<file path="src/rtl/nvm_pkg.sv">
package nvm_pkg;
  localparam int ROW_BYTES  = 8;
  localparam int ROWS       = 8;
  localparam int COL_W      = $clog2(ROW_BYTES);
  localparam int ROW_W      = $clog2(ROWS);
  localparam int PAGE_BYTES = ROW_BYTES * ROWS;
  localparam int OFS_W      = COL_W + ROW_W;

  // control register bit positions
  localparam int B_EN   = 0;
  localparam int B_BUSY = 1;
  localparam int B_PAR  = 2;
  localparam int B_GO   = 3;
  localparam int B_OFF  = 6;

  localparam logic [7:0] ERASED = 8'hFF;

  typedef logic [7:0] byte_t;
  typedef logic [ROW_BYTES-1:0][7:0] row_data_t;

  typedef struct packed {
    logic en;
    logic par;
    logic off;
  } ctl_t;
endpackage

</file>
<file path="src/rtl/nvm_ctl_reg.sv">
module nvm_ctl_reg
  import nvm_pkg::*;
(
  input  logic  clk_i,
  input  logic  rst_ni,
  input  logic  we_i,
  input  byte_t wdata_i,
  input  logic  busy_i,
  output ctl_t  ctl_o,
  output byte_t rd_o
);
  ctl_t ctl_q;

  always_ff @(posedge clk_i or negedge rst_ni) begin
    if (!rst_ni) begin
      ctl_q.en  <= 1'b0;
      ctl_q.par <= 1'b0;
      ctl_q.off <= 1'b1;
    end else if (we_i && !busy_i) begin
      ctl_q.en  <= wdata_i[B_EN];
      ctl_q.par <= wdata_i[B_PAR];
      ctl_q.off <= wdata_i[B_OFF];
    end
  end

  always_comb begin
    rd_o = '0;
    if (busy_i) begin
      rd_o[B_BUSY] = 1'b1;
    end else begin
      rd_o[B_EN]  = ctl_q.en;
      rd_o[B_PAR] = ctl_q.par;
      rd_o[B_OFF] = ctl_q.off;
    end
  end

  assign ctl_o = ctl_q;

  logic unused_wbits;
  assign unused_wbits = ^{wdata_i[7], wdata_i[5:3], wdata_i[1]};
endmodule

</file>
<file path="src/rtl/nvm_prog_timer.sv">
module nvm_prog_timer #(
  parameter int PROG_CYCLES = 16
) (
  input  logic clk_i,
  input  logic rst_ni,
  input  logic start_i,
  output logic busy_o,
  output logic done_o
);
  localparam int CNT_W = $clog2(PROG_CYCLES + 1);

  logic [CNT_W-1:0] cnt_q;
  logic             busy_q;

  assign done_o = busy_q && (cnt_q == CNT_W'(1));
  assign busy_o = busy_q;

  always_ff @(posedge clk_i or negedge rst_ni) begin
    if (!rst_ni) begin
      cnt_q  <= '0;
      busy_q <= 1'b0;
    end else if (start_i && !busy_q) begin
      cnt_q  <= CNT_W'(PROG_CYCLES);
      busy_q <= 1'b1;
    end else if (busy_q) begin
      cnt_q <= cnt_q - CNT_W'(1);
      if (done_o) busy_q <= 1'b0;
    end
  end
endmodule

</file>
<file path="src/rtl/nvm_row_buf.sv">
module nvm_row_buf
  import nvm_pkg::*;
#(
  parameter int PG_W = 1
) (
  input  logic                  clk_i,
  input  logic                  rst_ni,
  input  logic                  clr_i,
  input  logic                  load_i,     // byte mode: single byte, replaces all
  input  logic                  collect_i,  // parallel mode: gather into row
  input  logic [PG_W-1:0]       page_i,
  input  logic [ROW_W-1:0]      row_i,
  input  logic [COL_W-1:0]      col_i,
  input  byte_t                 data_i,
  output logic [ROW_BYTES-1:0]  vld_o,
  output row_data_t             data_o,
  output logic [PG_W-1:0]       page_o,
  output logic [ROW_W-1:0]      row_o,
  output logic                  any_o
);
  logic [ROW_BYTES-1:0] vld_q;
  logic [PG_W-1:0]      page_q;
  logic [ROW_W-1:0]     row_q;
  logic                 same_row;
  logic                 take;

  assign any_o    = |vld_q;
  assign same_row = (page_q == page_i) && (row_q == row_i);
  assign take     = load_i || (collect_i && (!any_o || same_row));

  always_ff @(posedge clk_i or negedge rst_ni) begin
    if (!rst_ni) begin
      page_q <= '0;
      row_q  <= '0;
    end else if (take) begin
      page_q <= page_i;
      row_q  <= row_i;
    end
  end

  for (genvar c = 0; c < ROW_BYTES; c++) begin : g_col
    logic hit;
    assign hit = take && (col_i == COL_W'(c));

    always_ff @(posedge clk_i or negedge rst_ni) begin
      if (!rst_ni) begin
        vld_q[c] <= 1'b0;
      end else if (clr_i) begin
        vld_q[c] <= 1'b0;
      end else if (load_i) begin
        vld_q[c] <= hit;
      end else if (hit) begin
        vld_q[c] <= 1'b1;
      end
    end

    always_ff @(posedge clk_i or negedge rst_ni) begin
      if (!rst_ni)  data_o[c] <= '0;
      else if (hit) data_o[c] <= data_i;
    end
  end

  assign vld_o  = vld_q;
  assign page_o = page_q;
  assign row_o  = row_q;
endmodule

</file>
<file path="src/rtl/nvm_array.sv">
module nvm_array
  import nvm_pkg::*;
#(
  parameter int PG_W = 1
) (
  input  logic                 clk_i,
  input  logic                 rst_ni,
  input  logic                 we_i,
  input  logic [PG_W-1:0]      wpage_i,
  input  logic [ROW_W-1:0]     wrow_i,
  input  logic [ROW_BYTES-1:0] wbe_i,
  input  row_data_t            wdata_i,
  input  logic [PG_W-1:0]      rpage_i,
  input  logic [OFS_W-1:0]     rofs_i,
  output byte_t                rdata_o
);
  localparam int DEPTH = (2 ** PG_W) * PAGE_BYTES;

  byte_t mem_q [DEPTH];

  always_ff @(posedge clk_i or negedge rst_ni) begin
    if (!rst_ni) begin
      for (int i = 0; i < DEPTH; i++) mem_q[i] <= ERASED;
    end else if (we_i) begin
      for (int c = 0; c < ROW_BYTES; c++) begin
        if (wbe_i[c]) mem_q[{wpage_i, wrow_i, COL_W'(c)}] <= wdata_i[c];
      end
    end
  end

  assign rdata_o = mem_q[{rpage_i, rofs_i}];
endmodule

</file>
<file path="src/rtl/nvm_window_ctrl.sv">
module nvm_window_ctrl
  import nvm_pkg::*;
#(
  parameter int ADDR_W      = 8,
  parameter int NUM_PAGES   = 2,
  parameter int PROG_CYCLES = 16,
  parameter int CTL_ADDR    = 'h50
) (
  input  logic              clk_i,
  input  logic              rst_ni,
  input  logic [ADDR_W-1:0] addr_i,
  input  logic              rd_i,
  input  logic              wr_i,
  input  logic [7:0]        wdata_i,
  input  logic [1:0]        bank_i,
  input  logic              stop_i,
  output logic [7:0]        rdata_o,
  output logic              busy_o
);
  localparam int PG_W = 1;

  ctl_t                 ctl_q;
  byte_t                ctl_rd;
  logic                 busy;
  logic                 done;
  logic                 win_hit, ctl_hit, page_ok, acc_ok;
  logic [PG_W-1:0]      page_idx;
  logic                 byte_start, collect, ctl_we, commit, buf_clr;
  logic [ROW_BYTES-1:0] buf_vld;
  row_data_t            buf_data;
  logic [PG_W-1:0]      buf_page;
  logic [ROW_W-1:0]     buf_row;
  logic                 buf_any;
  byte_t                arr_rd;

  assign win_hit = (addr_i[ADDR_W-1:OFS_W] == '0);
  assign ctl_hit = (addr_i == ADDR_W'(CTL_ADDR));

  if (NUM_PAGES > 1) begin : g_two_pages
    assign page_ok = (bank_i == 2'b01) || (bank_i == 2'b10);
  end else begin : g_one_page
    assign page_ok = (bank_i == 2'b01);
  end
  assign page_idx = PG_W'(bank_i[1]);

  assign acc_ok     = !ctl_q.off && !stop_i && page_ok && !busy;
  assign byte_start = wr_i && win_hit && acc_ok && ctl_q.en && !ctl_q.par;
  assign collect    = wr_i && win_hit && acc_ok && ctl_q.par;
  assign ctl_we     = wr_i && ctl_hit && !busy;
  assign commit     = ctl_we && wdata_i[B_GO] && wdata_i[B_PAR] && wdata_i[B_EN] && buf_any;
  assign buf_clr    = done || (ctl_we && !wdata_i[B_PAR]);

  nvm_ctl_reg u_ctl (
    .clk_i   (clk_i),
    .rst_ni  (rst_ni),
    .we_i    (ctl_we),
    .wdata_i (wdata_i),
    .busy_i  (busy),
    .ctl_o   (ctl_q),
    .rd_o    (ctl_rd)
  );

  nvm_prog_timer #(.PROG_CYCLES(PROG_CYCLES)) u_timer (
    .clk_i   (clk_i),
    .rst_ni  (rst_ni),
    .start_i (byte_start || commit),
    .busy_o  (busy),
    .done_o  (done)
  );

  nvm_row_buf #(.PG_W(PG_W)) u_buf (
    .clk_i     (clk_i),
    .rst_ni    (rst_ni),
    .clr_i     (buf_clr),
    .load_i    (byte_start),
    .collect_i (collect),
    .page_i    (page_idx),
    .row_i     (addr_i[OFS_W-1:COL_W]),
    .col_i     (addr_i[COL_W-1:0]),
    .data_i    (wdata_i),
    .vld_o     (buf_vld),
    .data_o    (buf_data),
    .page_o    (buf_page),
    .row_o     (buf_row),
    .any_o     (buf_any)
  );

  nvm_array #(.PG_W(PG_W)) u_array (
    .clk_i   (clk_i),
    .rst_ni  (rst_ni),
    .we_i    (done),
    .wpage_i (buf_page),
    .wrow_i  (buf_row),
    .wbe_i   (buf_vld),
    .wdata_i (buf_data),
    .rpage_i (page_idx),
    .rofs_i  (addr_i[OFS_W-1:0]),
    .rdata_o (arr_rd)
  );

  always_ff @(posedge clk_i or negedge rst_ni) begin
    if (!rst_ni) begin
      rdata_o <= '0;
    end else if (rd_i && ctl_hit) begin
      rdata_o <= ctl_rd;
    end else if (rd_i && win_hit && acc_ok) begin
      rdata_o <= arr_rd;
    end else begin
      rdata_o <= '0;
    end
  end

  assign busy_o = busy;
endmodule

</file>
<file path="config.mk">
export PLATFORM = sky130hd
export DESIGN_NAME = nvm_window_ctrl
export DESIGN_NICKNAME = d
export VERILOG_FILES = /design/src/rtl/nvm_pkg.sv /design/src/rtl/nvm_ctl_reg.sv /design/src/rtl/nvm_prog_timer.sv /design/src/rtl/nvm_row_buf.sv /design/src/rtl/nvm_array.sv /design/src/rtl/nvm_window_ctrl.sv
export SDC_FILE = /design/constraint.sdc
export NUM_CORES = 2
export LEC_CHECK = 0
export BUFFER_PORTS_ARGS = -buffer_cell sky130_fd_sc_hd__buf_2
export CORE_MARGIN = 2
export CORE_UTILIZATION = 40
export DETAILED_ROUTE_END_ITERATION = 10
export HOLD_SLACK_MARGIN = 0.12
export PLACE_DENSITY = 0.58
export SLEW_MARGIN = 10
export SYNTH_ARGS = -nofsm -noshare
export SYNTH_HDL_FRONTEND = slang
export SYNTH_SLANG_ARGS = --single-unit
</file>
<file path="constraint.sdc">
create_clock -name clk_i -period 9.05 [get_ports clk_i]
set_clock_uncertainty 0.2 [all_clocks]
set_input_delay 0.4525 -clock clk_i [delete_from_list [all_inputs] [get_ports clk_i]]
set_output_delay 0.4525 -clock clk_i [all_outputs]
set_load 0.01 [all_outputs]
</file>
==> reports/qor.txt <==
Non-Filler Instances -> 4,974
Port Buffers -> 31
Pwr Total -> 0.0105 W
Placer Congestion -> 0.910
Setup Crit Path Kind -> in -> reg
synthesized area per cell -> 16.4 sq um
postcts setup bufs -> 0
first-pass GRT wire length -> 253,000 microns
die span in x -> 363 microns
Synth async-reset ratio -> 100%
initial antenna violation count -> 26
register share of total power -> 48.1%
cell count after synthesis -> 3,144
Die Area -> 132,000 sq um
Slew @ Worst Pin -> 1.36 ns
mapped cell area -> 51,500 sq um
minimum clock period -> 4.22 ns
Skew-Pair Late Insertion Delay -> 0.75 ns
vias in the first global route -> 32,200
CTS buffer count -> 118
Placeable Area -> 128,000 sq um
syn_nets -> 3,169
Setup WS post-layout -> 4.83 ns
CTS tree -> built
final clock period utilization by the worst path -> 46.6%
DP Wirelength -> 113,000 microns
Net Switching -> 0.00239 W
status -> finished, final reports clean
total track usage -> 27.1%
GR Overflow Total -> 0
post-synthesis sequential area ratio -> 56.8%
max-slew violation count -> 0
DR WL/cell -> 35.6 microns
clock tree buffer depth -> 3
slew margin rel. -> 9.54%
htree depth -> 3
Cells after DPL -> 4,733
Max Fanout on Critical Path -> 77
Yosys reg bits -> 1,117
Net Sw Frac -> 22.8%
Clock Pin Slew Worst Setup and Hold Paths -> 0.06 ns
Setup Slack @ Placement -> 4.52 ns
CTS root buf -> clkbuf_16
post-route ant nets -> 0
clock power share -> 48.3%
via count -> 30,800
Final #Nets -> 3,232
CTS Sinks -> 1,117
Critical Path AT -> 4.70 ns
Initial Util -> 40.3%
share of layout cells above drive strength 1 -> 82.5%
crit end category -> flip-flop
largest net degree at the start of global routing -> 204
Post-synth EDFFs -> 0
Post-route DRC -> 0
Post-CTS Resized -> 0
Logic pwr share -> 3.6%
Synth-to-Final Area Change -> 12.4%
power density over the cells -> 181 nW/um^2
worst vdd ir -> 155 uV
Post-synth top flop -> dfstp_2
Leak -> 23.6 nW
hold buffers post-CTS -> 15
die height -> 363 microns
Fillers -> 11,000
# rows -> 131
YS warnings -> 0
unrepaired setup endpoints after global routing -> no
DRT iter0 DRCs -> 2,779
top-level port count -> 32
Setup Viol. Count Final -> 0
DRT Wirelength -> 177,000 microns
CP required -> 9.53 ns
Worst Hold Class -> in -> async
Distinct cells, synth -> 67
Peak Freq -> 237 MHz
final hold vios -> 0
element type at the critical path start -> input pin
max_cap viols -> 0
Int Pwr -> 0.00811 W
total negative setup slack -> 0 ns
vias per inst -> 6.19
1st-pass router iterations -> 6
## through the flow
step	instance area, sq um	hold slack [ns]	utilization (%)
after floorplan	51500	-0.0431	-
after global placement	53600	0.259	42.0
after detailed placement	53600	0.274	42.0
after CTS	57800	0.127	45.3
after global routing	57900	0.194	45.3
final	57900	0.217	45.3
## Yosys cell counts (6+ instances only)
cell type	number	share of area, %
a211oi_1	10	0.15
a21oi_1	17	0.17
a221oi_1	6	0.10
a22oi_1	14	0.20
and2_1	7	0.085
buf_1	15	0.11
buf_2	25	0.24
buf_4	16	0.23
clkbuf_1	121	0.88
dfrtp_1	92	4.5
dfstp_2	1025	52
inv_1	6	0.044
mux2_2	1102	24
mux2i_1	59	1.1
mux4_2	277	12
nand2_1	162	1.2
nand2b_1	6	0.073
nand3_1	14	0.14
nand4_1	7	0.085
nor2_1	36	0.26
nor2b_1	7	0.085
nor3_1	9	0.088
nor3_2	7	0.14
o21ai_0	17	0.17
## cells in the final DEF, fill, tap and decap left out, types with 28 or more instances in the layout
cell       Yosys  layout
mux2_2      1102    1102
dfstp_2     1025    1025
mux4_2       277     277
nand2_1      162     162
clkbuf_16      0     120
dfrtp_1       92      92
buf_4         16      67
mux2i_1       59      59
nor2_1        36      36
clkbuf_1     121      28
clkbuf_8       0      28
buf_2         25      28
## cell type report
| cell class | count | area [sq um] | area share, % |
|---|---|---|---|
| antenna | 4 | 10.0 | 0.0173 |
| timing repair buffer | 120 | 977 | 1.69 |
| clock inverter | 45 | 569 | 0.984 |
| multi-input combinational | 1841 | 21500 | 37.1 |
| clock buffer | 176 | 3490 | 6.04 |
| sequential | 1117 | 29200 | 50.5 |
| tap | 1662 | 2080 | 3.59 |
| inverter | 9 | 33.8 | 0.0584 |
## worst max-delay path: stages
cell           delay (ns)
buf_8                0.52
buf_4                0.68
nor2b_1              0.46
a221o_1              0.42
o21a_1               0.22
o21ai_0              0.64
o211ai_1             0.21
a211oi_1             0.26
dlygate4sd3_1        0.59
## state kept, by name (all words and copies together), names as in the netlist
| register | flops |
|---|---|
| u_ctl.ctl_o | 3 |
| u_timer.busy_o | 1 |
| u_array.mem_q | 1024 |
| u_buf.row_o | 3 |
| u_buf.data_o | 64 |
| u_buf.vld_o | 8 |
| u_timer.cnt_q | 5 |
| rdata_o | 8 |
| u_buf.page_o | 1 |
## power groups by stage
stage	clock [W]	combinational (W)	sequential (W)
after floorplan	0	0.000174	0.00511
after global placement	0	0.000364	0.00512
after detailed placement	0	0.000375	0.00512
after CTS	0.00515	0.000382	0.00505
after global routing	0.00535	0.000409	0.00505
final	0.00507	0.000379	0.00505
## path summary, 6_finish.rpt
path	start	to	slack, ns	cells past startpoint
min in group clk_i	addr_i[5]	rdata_o[7]	0.22	3
max reg2reg	u_timer.busy_o	u_array.mem_q[908]	5.12	6
min reg2reg	u_timer.cnt_q[4]	u_timer.cnt_q[4]	0.31	1
min	rst_ni	u_array.mem_q[232]	0.22	2
max in group asynchronous	rst_ni	rdata_o[7]	6.48	4
max	addr_i[1]	rdata_o[3]	4.83	9
## layer usage
metal  vias up  track usage, %  routed length, microns
li1      12000               -                       -
met4        12            9.06                    5780
met5         -               0                      80
met3       289            6.06                   14300
met1     17200            38.6                   77100
met2      1329            41.0                   79700
## cells by family (layout without fill, tap and decap cells)
group,after synthesis,after routing,share of synthesized area [%]
compound gates,105,105,1.46
xor+xnor,5,5,0.0851
fa+ha+maj,2,2,0.0486
buf+inv,186,350,1.53
flops,1117,1117,56.8
mux,1440,1440,37.4
other cells,0,4,0
simple gates,289,289,2.65
Note: power is estimated with default switching activity, not from simulation.
